## src/rtl/irmod_pkg.sv

```systemverilog
package irmod_pkg;

  // Strobes from the slot sequencer to the output datapath
  typedef struct packed {
    logic adv;        // enabled clock: state may move this cycle
    logic latchBit;   // next slot is slot 0: capture the transmit level
    logic pulseSlot;  // next slot lies inside the pulse window
  } strobe_t;

endpackage

```

## src/rtl/irmod_ctrl.sv

```systemverilog
module irmod_ctrl #(
  parameter int SLOTS_PER_BIT = 16,
  parameter int PULSE_START   = 7,
  parameter int PULSE_LEN     = 3,
  localparam int SLOT_W       = $clog2(SLOTS_PER_BIT)
) (
  input  logic                 clk,
  input  logic                 rst,
  input  logic                 bitClkEn,
  output irmod_pkg::strobe_t   strobe,
  output logic [SLOT_W-1:0]    slotIdx
);

  localparam int LAST_SLOT = SLOTS_PER_BIT - 1;
  localparam int PULSE_END = PULSE_START + PULSE_LEN - 1;

  logic [SLOT_W-1:0] slotCnt;
  logic [SLOT_W-1:0] nextSlot;
  logic              inWindow;

  always_comb begin
    if (slotCnt == SLOT_W'(LAST_SLOT)) nextSlot = '0;
    else                               nextSlot = slotCnt + 1'b1;
  end

  generate
    if (PULSE_LEN > 0) begin : g_window
      always_comb inWindow = (int'(nextSlot) >= PULSE_START) &&
                             (int'(nextSlot) <= PULSE_END);
    end else begin : g_nowindow
      always_comb inWindow = 1'b0;
    end
  endgenerate

  always_ff @(posedge clk) begin
    if (rst)           slotCnt <= '0;
    else if (bitClkEn) slotCnt <= nextSlot;
  end

  always_comb begin
    strobe.adv       = bitClkEn;
    strobe.latchBit  = bitClkEn && (nextSlot == '0);
    strobe.pulseSlot = inWindow;
  end

  assign slotIdx = slotCnt;

  AST_SLOT_WRAP: assert property (@(posedge clk) disable iff (rst)
    (bitClkEn && slotCnt == SLOT_W'(LAST_SLOT)) |=> (slotCnt == '0));

  AST_SLOT_HOLD: assert property (@(posedge clk) disable iff (rst)
    !bitClkEn |=> $stable(slotCnt));

endmodule

```

## src/rtl/irmod_dp.sv

```systemverilog
module irmod_dp (
  input  logic               clk,
  input  logic               rst,
  input  irmod_pkg::strobe_t strobe,
  input  logic               txIn,
  output logic               txIr
);

  logic txBit;  // level captured at the start of the current period

  always_ff @(posedge clk) begin
    if (rst) begin
      txBit <= 1'b1;
      txIr  <= 1'b0;
    end else if (strobe.adv) begin
      if (strobe.latchBit) txBit <= txIn;
      txIr <= strobe.pulseSlot && !txBit;
    end
  end

  AST_ONE_DARK: assert property (@(posedge clk) disable iff (rst)
    txIr |-> !txBit);

  AST_OUT_HOLD: assert property (@(posedge clk) disable iff (rst)
    !strobe.adv |=> $stable(txIr));

  AST_BIT_HOLD: assert property (@(posedge clk) disable iff (rst)
    !strobe.latchBit |=> $stable(txBit));

endmodule

```

## src/rtl/irmod_top.sv

```systemverilog
module irmod_top #(
  parameter int SLOTS_PER_BIT = 16,
  parameter int PULSE_START   = 7,
  parameter int PULSE_LEN     = 3
) (
  input  logic clk,
  input  logic rst,
  input  logic bitClkEn,
  input  logic txIn,
  output logic txIr
);

  localparam int SLOT_W    = $clog2(SLOTS_PER_BIT);
  localparam int PULSE_END = PULSE_START + PULSE_LEN - 1;

  irmod_pkg::strobe_t strobe;
  logic [SLOT_W-1:0]  slotIdx;

  irmod_ctrl #(
    .SLOTS_PER_BIT(SLOTS_PER_BIT),
    .PULSE_START  (PULSE_START),
    .PULSE_LEN    (PULSE_LEN)
  ) i_ctrl (
    .clk     (clk),
    .rst     (rst),
    .bitClkEn(bitClkEn),
    .strobe  (strobe),
    .slotIdx (slotIdx)
  );

  irmod_dp i_dp (
    .clk   (clk),
    .rst   (rst),
    .strobe(strobe),
    .txIn  (txIn),
    .txIr  (txIr)
  );

  AST_PULSE_WINDOW: assert property (@(posedge clk) disable iff (rst)
    txIr |-> (int'(slotIdx) >= PULSE_START && int'(slotIdx) <= PULSE_END));

  AST_RESET_STATE: assert property (@(posedge clk)
    $past(rst) |-> (!txIr && slotIdx == '0));

endmodule

```

## config.mk

```make
export PLATFORM = sky130hd
export DESIGN_NAME = irmod_top
export DESIGN_NICKNAME = d
export VERILOG_FILES = /design/src/rtl/irmod_pkg.sv /design/src/rtl/irmod_ctrl.sv /design/src/rtl/irmod_dp.sv /design/src/rtl/irmod_top.sv
export SDC_FILE = /design/constraint.sdc
export NUM_CORES = 1
export LEC_CHECK = 0
export BUFFER_PORTS_ARGS = -buffer_cell sky130_fd_sc_hd__buf_2
export CORE_AREA = 2 2 39 41
export CTS_CLUSTER_SIZE = 20
export DETAILED_ROUTE_END_ITERATION = 6
export DIE_AREA = 0 0 41 43
export HOLD_SLACK_MARGIN = 0.03
export PLACE_DENSITY = 0.56
export SLEW_MARGIN = 0
export SYNTH_ARGS = -nofsm -noshare
export SYNTH_HDL_FRONTEND = slang
export SYNTH_HIERARCHICAL = 1
export SYNTH_SLANG_ARGS = --single-unit
export TNS_END_PERCENT = 20
```

## constraint.sdc

```tcl
create_clock -name clk -period 5.1 [get_ports clk]
set_input_delay 0.255 -clock clk [delete_from_list [all_inputs] [get_ports clk]]
set_output_delay 0.255 -clock clk [all_outputs]
set_load 0.05 [all_outputs]
```

# After elaboration in Yosys (flattened, before gate mapping)
# Index checks and enable logic that the tools add are counted.
dict set report classes {
  n_addsub 1
  n_reduce_logical 6
  eq_ne 1
  muxes 1
  n_lt_le_gt_ge 2
}
# op count
set op_table {}
lappend op_table {{4-bit by 1-bit adder with 4-bit output, second input constant} 1}
lappend op_table {{4-bit == test, second input constant} 1}
lappend op_table {{4-bit by 3-bit greater-or-equal comparator with 1-bit output, second input constant} 1}
lappend op_table {{4-bit less-or-equal comparator, second input constant} 1}
lappend op_table {{4-bit logical NOT} 1}
lappend op_table {{4-bit 2-to-1 mux} 1}
lappend op_table {{1-bit logical AND} 3}
lappend op_table {{2-bit AND reduction} 1}
lappend op_table {{1-bit logical NOT} 1}
dict set report totals {
  register_bits 6
}

# Depth between registers and ports, before layout
dict set report logic_depth {
  word_depth 5
  mapped_depth 8
  mapped_depth_nobuf 7
}

# By module
# The synthesis kept the hierarchy.
# module area_each_um2 seq_area_each_um2 instances cells_per_inst
set modules_own_cells {}
lappend modules_own_cells {irmod_ctrl 341.6 80.1 1 42}
lappend modules_own_cells {irmod_dp 76.3 40.0 1 7}

# Worst setup path after synthesis
# OpenSTA, ideal clock, no wires.
dict set report synth_path {
  path_type {flip-flop to flip-flop}
  start {reg i_ctrl.slotCnt[0] (netlist: i_ctrl/slotIdx[0])}
  end {reg i_dp.txBit}
  arrival_ns 1.556
  path_stages_with_launch 6
  synth_period_minus_slack_ns 1.678
  slack_ns 3.422
  cell_sequence {dfxtp_1 -> ha_1 -> or3_2 -> a21oi_1 -> a21boi_1 -> a311o_1}
}
# item line
set synth_lines {}
lappend synth_lines {{start, declared} irmod_ctrl.sv:17} ;# logic [SLOT_W-1:0] slotCnt;
lappend synth_lines {{start signal, assigned} irmod_ctrl.sv:37} ;# else if (bitClkEn) slotCnt <= nextSlot;
lappend synth_lines {{end signal, assigned} irmod_dp.sv:16} ;# if (strobe.latchBit) txBit <= txIn;
lappend synth_lines {{end, declared} irmod_dp.sv:9} ;# logic txBit;

==> results.py <==
metrics = {
    "global_routing": {
        "antenna_found_initial": 0,
        "grt_pass1_vias": 272,
        "gr-total-overflow": 0,
        "grt_max_degree": 11,
        "grt_pass1_wl_mm": 1.20,
        "track_usage_pct": 10.7,
    },
    "logic_synthesis": {
        "synthSimpleGateAreaFrac_pct": 22.5,
        "synth_top_family_by_area": "simple AND/OR/NAND/NOR gates",
        "syn_inst": 49,
        "synth_compound_area_share_pct": 19.2,
        "synth_cell_types": 25,
        "synth_seq_area_share_pct": 28.7,
        "synth_area_um2": 418,
        "synthesis.nets": 57,
        "ys_seq_elements": 6,
        "syn-mean-instance-area_um2": 8.53,
        "synth_warnings": 6,
        "synth_fa_ha_area_share_pct": 12.0,
        "synthMuxAreaShare_pct": 4.79,
        "synth-xor-area-share_pct": 2.10,
    },
    "clock_tree": {
        "cts_tree": "yes",
        "clock_path_buffers": 2,
        "cts_hold_buf": 0,
        "cts_setup_buffers": 0,
        "cts.sinks": 6,
        "cts-root-buf": "clkbuf_4",
        "clk_latency_ns": 0.24,
        "cts-buffers-inserted": 3,
        "htreeDepth": 1,
        "clk_pin_slew_ns": 0.05,
        "cts_resized": 0,
    },
    "min_path": {
        "hold_path_class": "input port to flip-flop",
        "holdPathStages": 2,
        "hp-start": "txIn",
        "hold_path_end": "i_dp/txBit$_SDFFE_PP1P_",
    },
    "critical_path": {
        "path_delay_family": "compound AO/OA/AOI/OAI gates",
        "cp_data_arrival_time_ns": 1.94,
        "cp_max_fo": 9,
        "rr_startpoint": "i_ctrl/slotIdx[0]$_SDFFE_PP0P_",
        "start_kind": "flip-flop",
        "end_kind": "flip-flop",
        "reg2reg_to": "i_dp/txBit$_SDFFE_PP1P_",
        "max_stage_delay_ns": 0.42,
        "required_ns": 5.23,
        "setup.worst_path.class": "flip-flop to flip-flop",
        "cp_cell_sequence": "ha_1 > or3_2 > a21oi_1 > a21boi_1 > a311o_1",
        "cp.buffers_inverters": 0,
        "cp_slowest_cell": "or3_2",
        "reg2reg_slack_ns": 3.30,
        "rr_worst_depth": 5,
    },
    "drt": {
        "dr.pass1.iters": 4,
        "vias": 326,
        "vias_per_cell": 4.79,
        "routed_wl_um": 688,
        "postRouteAntennaNets": 0,
        "drtIter0Drc": 8,
        "routedWlPerCell_um": 10.1,
        "drc": 0,
    },
    "placed_design": {
        "gp_congestion": 0.733,
        "hpwl_um": 503,
        "place_area_um2": 428,
        "io_buffers": 4,
    },
    "outcome": {
        "outcome": "complete, no violations",
    },
    "cells_and_area": {
        "drive_gt1_share_pct": 19.2,
        "syn_to_final_growth_pct": 7.78,
        "layout.nets": 62,
        "diodes": 0,
        "final_area_um2": 450,
    },
    "pwr": {
        "total_power_uw": 107,
        "ir_drop_v": 0.000130,
        "cellLeakagePower_nw": 0.180,
        "power.density_nw_per_um2": 238,
    },
    "die": {
        "num_rows": 14,
        "die-area_um2": 1760,
        "num_io_pins": 5,
        "die_w_um": 41,
        "start_util_pct": 30.2,
        "fp.dieH_um": 43,
        "coreArea_um2": 1380,
    },
    "timing": {
        "fin_crit_ns": 1.80,
        "rsz0062_at_grt": "false",
        "period_share_pct": 35.4,
        "max_slew_margin_pct": 78.3,
        "drv_slew": 0,
        "worst_pin_slew_ns": 0.325,
        "fmax_ghz": 0.554,
        "setup_viol": 0,
        "final.setup.tns_ns": 0,
        "holdWs_ns": 0.251,
        "final_hold_viol_count": 0,
        "finClkSkew_ns": 0.00381,
    },
    "flow_run": {
        "max_cap_violations": 0,
    },
}
[synthesized netlist by cell type]
cell type,count,area share [%]
o21ai_0,1,1.2
nand3b_1,1,1.8
nand2_1,5,4.5
nand2b_1,2,3.0
nor2b_4,1,3.3
nand4_1,1,1.5
ha_1,4,12
buf_6,1,2.7
o211ai_1,1,1.8
buf_4,2,3.6
inv_1,4,3.6
a21boi_1,1,1.8
dfxtp_1,6,29
a31oi_1,1,1.5
mux2i_1,2,4.8
a21oi_1,4,4.8
and4_4,1,2.7
clkbuf_1,1,0.90
a211oi_1,1,1.8
or3_2,1,1.8
o22ai_1,1,1.5
nand3_1,1,1.2
xor2_1,1,2.1
nor2_1,3,2.7
a311o_1,2,4.8
[layout by cell type, fill, tap and decap left out, drive strengths merged]
master / count
or3: 1
buf: 4
nand4: 1
nand3: 1
xor2: 1
nor2: 3
inv: 4
a211oi: 1
o22ai: 1
clkbuf: 3
a21boi: 1
o211ai: 1
a311o: 2
a31oi: 1
mux2i: 2
nand3b: 1
and4: 1
dfxtp: 6
nor2b: 1
ha: 4
o21ai: 1
nand2: 5
nand2b: 2
a21oi: 4
[report_power, final]
group | switching [mW] | internal (mW)
sequential | 0.00333 | 0.0486
combinational | 0.00627 | 0.00552
clock | 0.0169 | 0.0266
total | 0.0265 | 0.0807
[state kept, by name, indices dropped and copies added (netlist names)]
register,cells
i_ctrl/slotIdx,4
i_dp/txBit,1
i_dp/txIr,1
[stage by stage]
step,setup WS [ns],util [%],instances
floorplan,3.42,-,49
global placement,3.32,30.9,65
detailed placement,3.32,30.9,65
CTS,3.31,32.5,68
global route,3.19,32.5,68
finish,3.30,32.5,68
[how the worst max path moves through the flow]
stage                                        start  cells past startpoint                      end  slack, ns
finish              i_ctrl/slotIdx[0]$_SDFFE_PP0P_                      5  i_dp/txBit$_SDFFE_PP1P_       3.30
global route        i_ctrl/slotIdx[1]$_SDFFE_PP0P_                      5  i_dp/txBit$_SDFFE_PP1P_       3.19
CTS                 i_ctrl/slotIdx[1]$_SDFFE_PP0P_                      5  i_dp/txBit$_SDFFE_PP1P_       3.31
detailed placement  i_ctrl/slotIdx[0]$_SDFFE_PP0P_                      5  i_dp/txBit$_SDFFE_PP1P_       3.32
global placement    i_ctrl/slotIdx[1]$_SDFFE_PP0P_                      5  i_dp/txBit$_SDFFE_PP1P_       3.32
floorplan           i_ctrl/slotIdx[0]$_SDFFE_PP0P_                      5  i_dp/txBit$_SDFFE_PP1P_       3.42
[logic make-up after synthesis]
kind of cell	count (synthesis)
muxes	2
and+or+nand+nor	16
AOI/OAI and AO/OA	12
DFF	6
adders and majority gates	4
buffers and inverters	8
xor gates and xnor gates	1
[routing by layer]
| layer | routed length, µm | track usage (%) | vias up |
|---|---|---|---|
| met5 | 0 | 0 | - |
| met4 | 0 | 4.00 | 0 |
| met3 | 30 | 7.85 | 0 |
| met2 | 327 | 13.4 | 7 |
| met1 | 330 | 13.6 | 142 |
| li1 | - | - | 177 |
[area by class of cell]
class | count | area (µm²)
Fill cell | 143 | 933
Multi-Input combinational cell | 35 | 253
Sequential cell | 6 | 120
Clock buffer | 3 | 22.5
Timing Repair Buffer | 4 | 20.0
Tap cell | 16 | 20.0
Inverter | 4 | 15.0
Note: power is estimated with default switching activity, not from simulation.
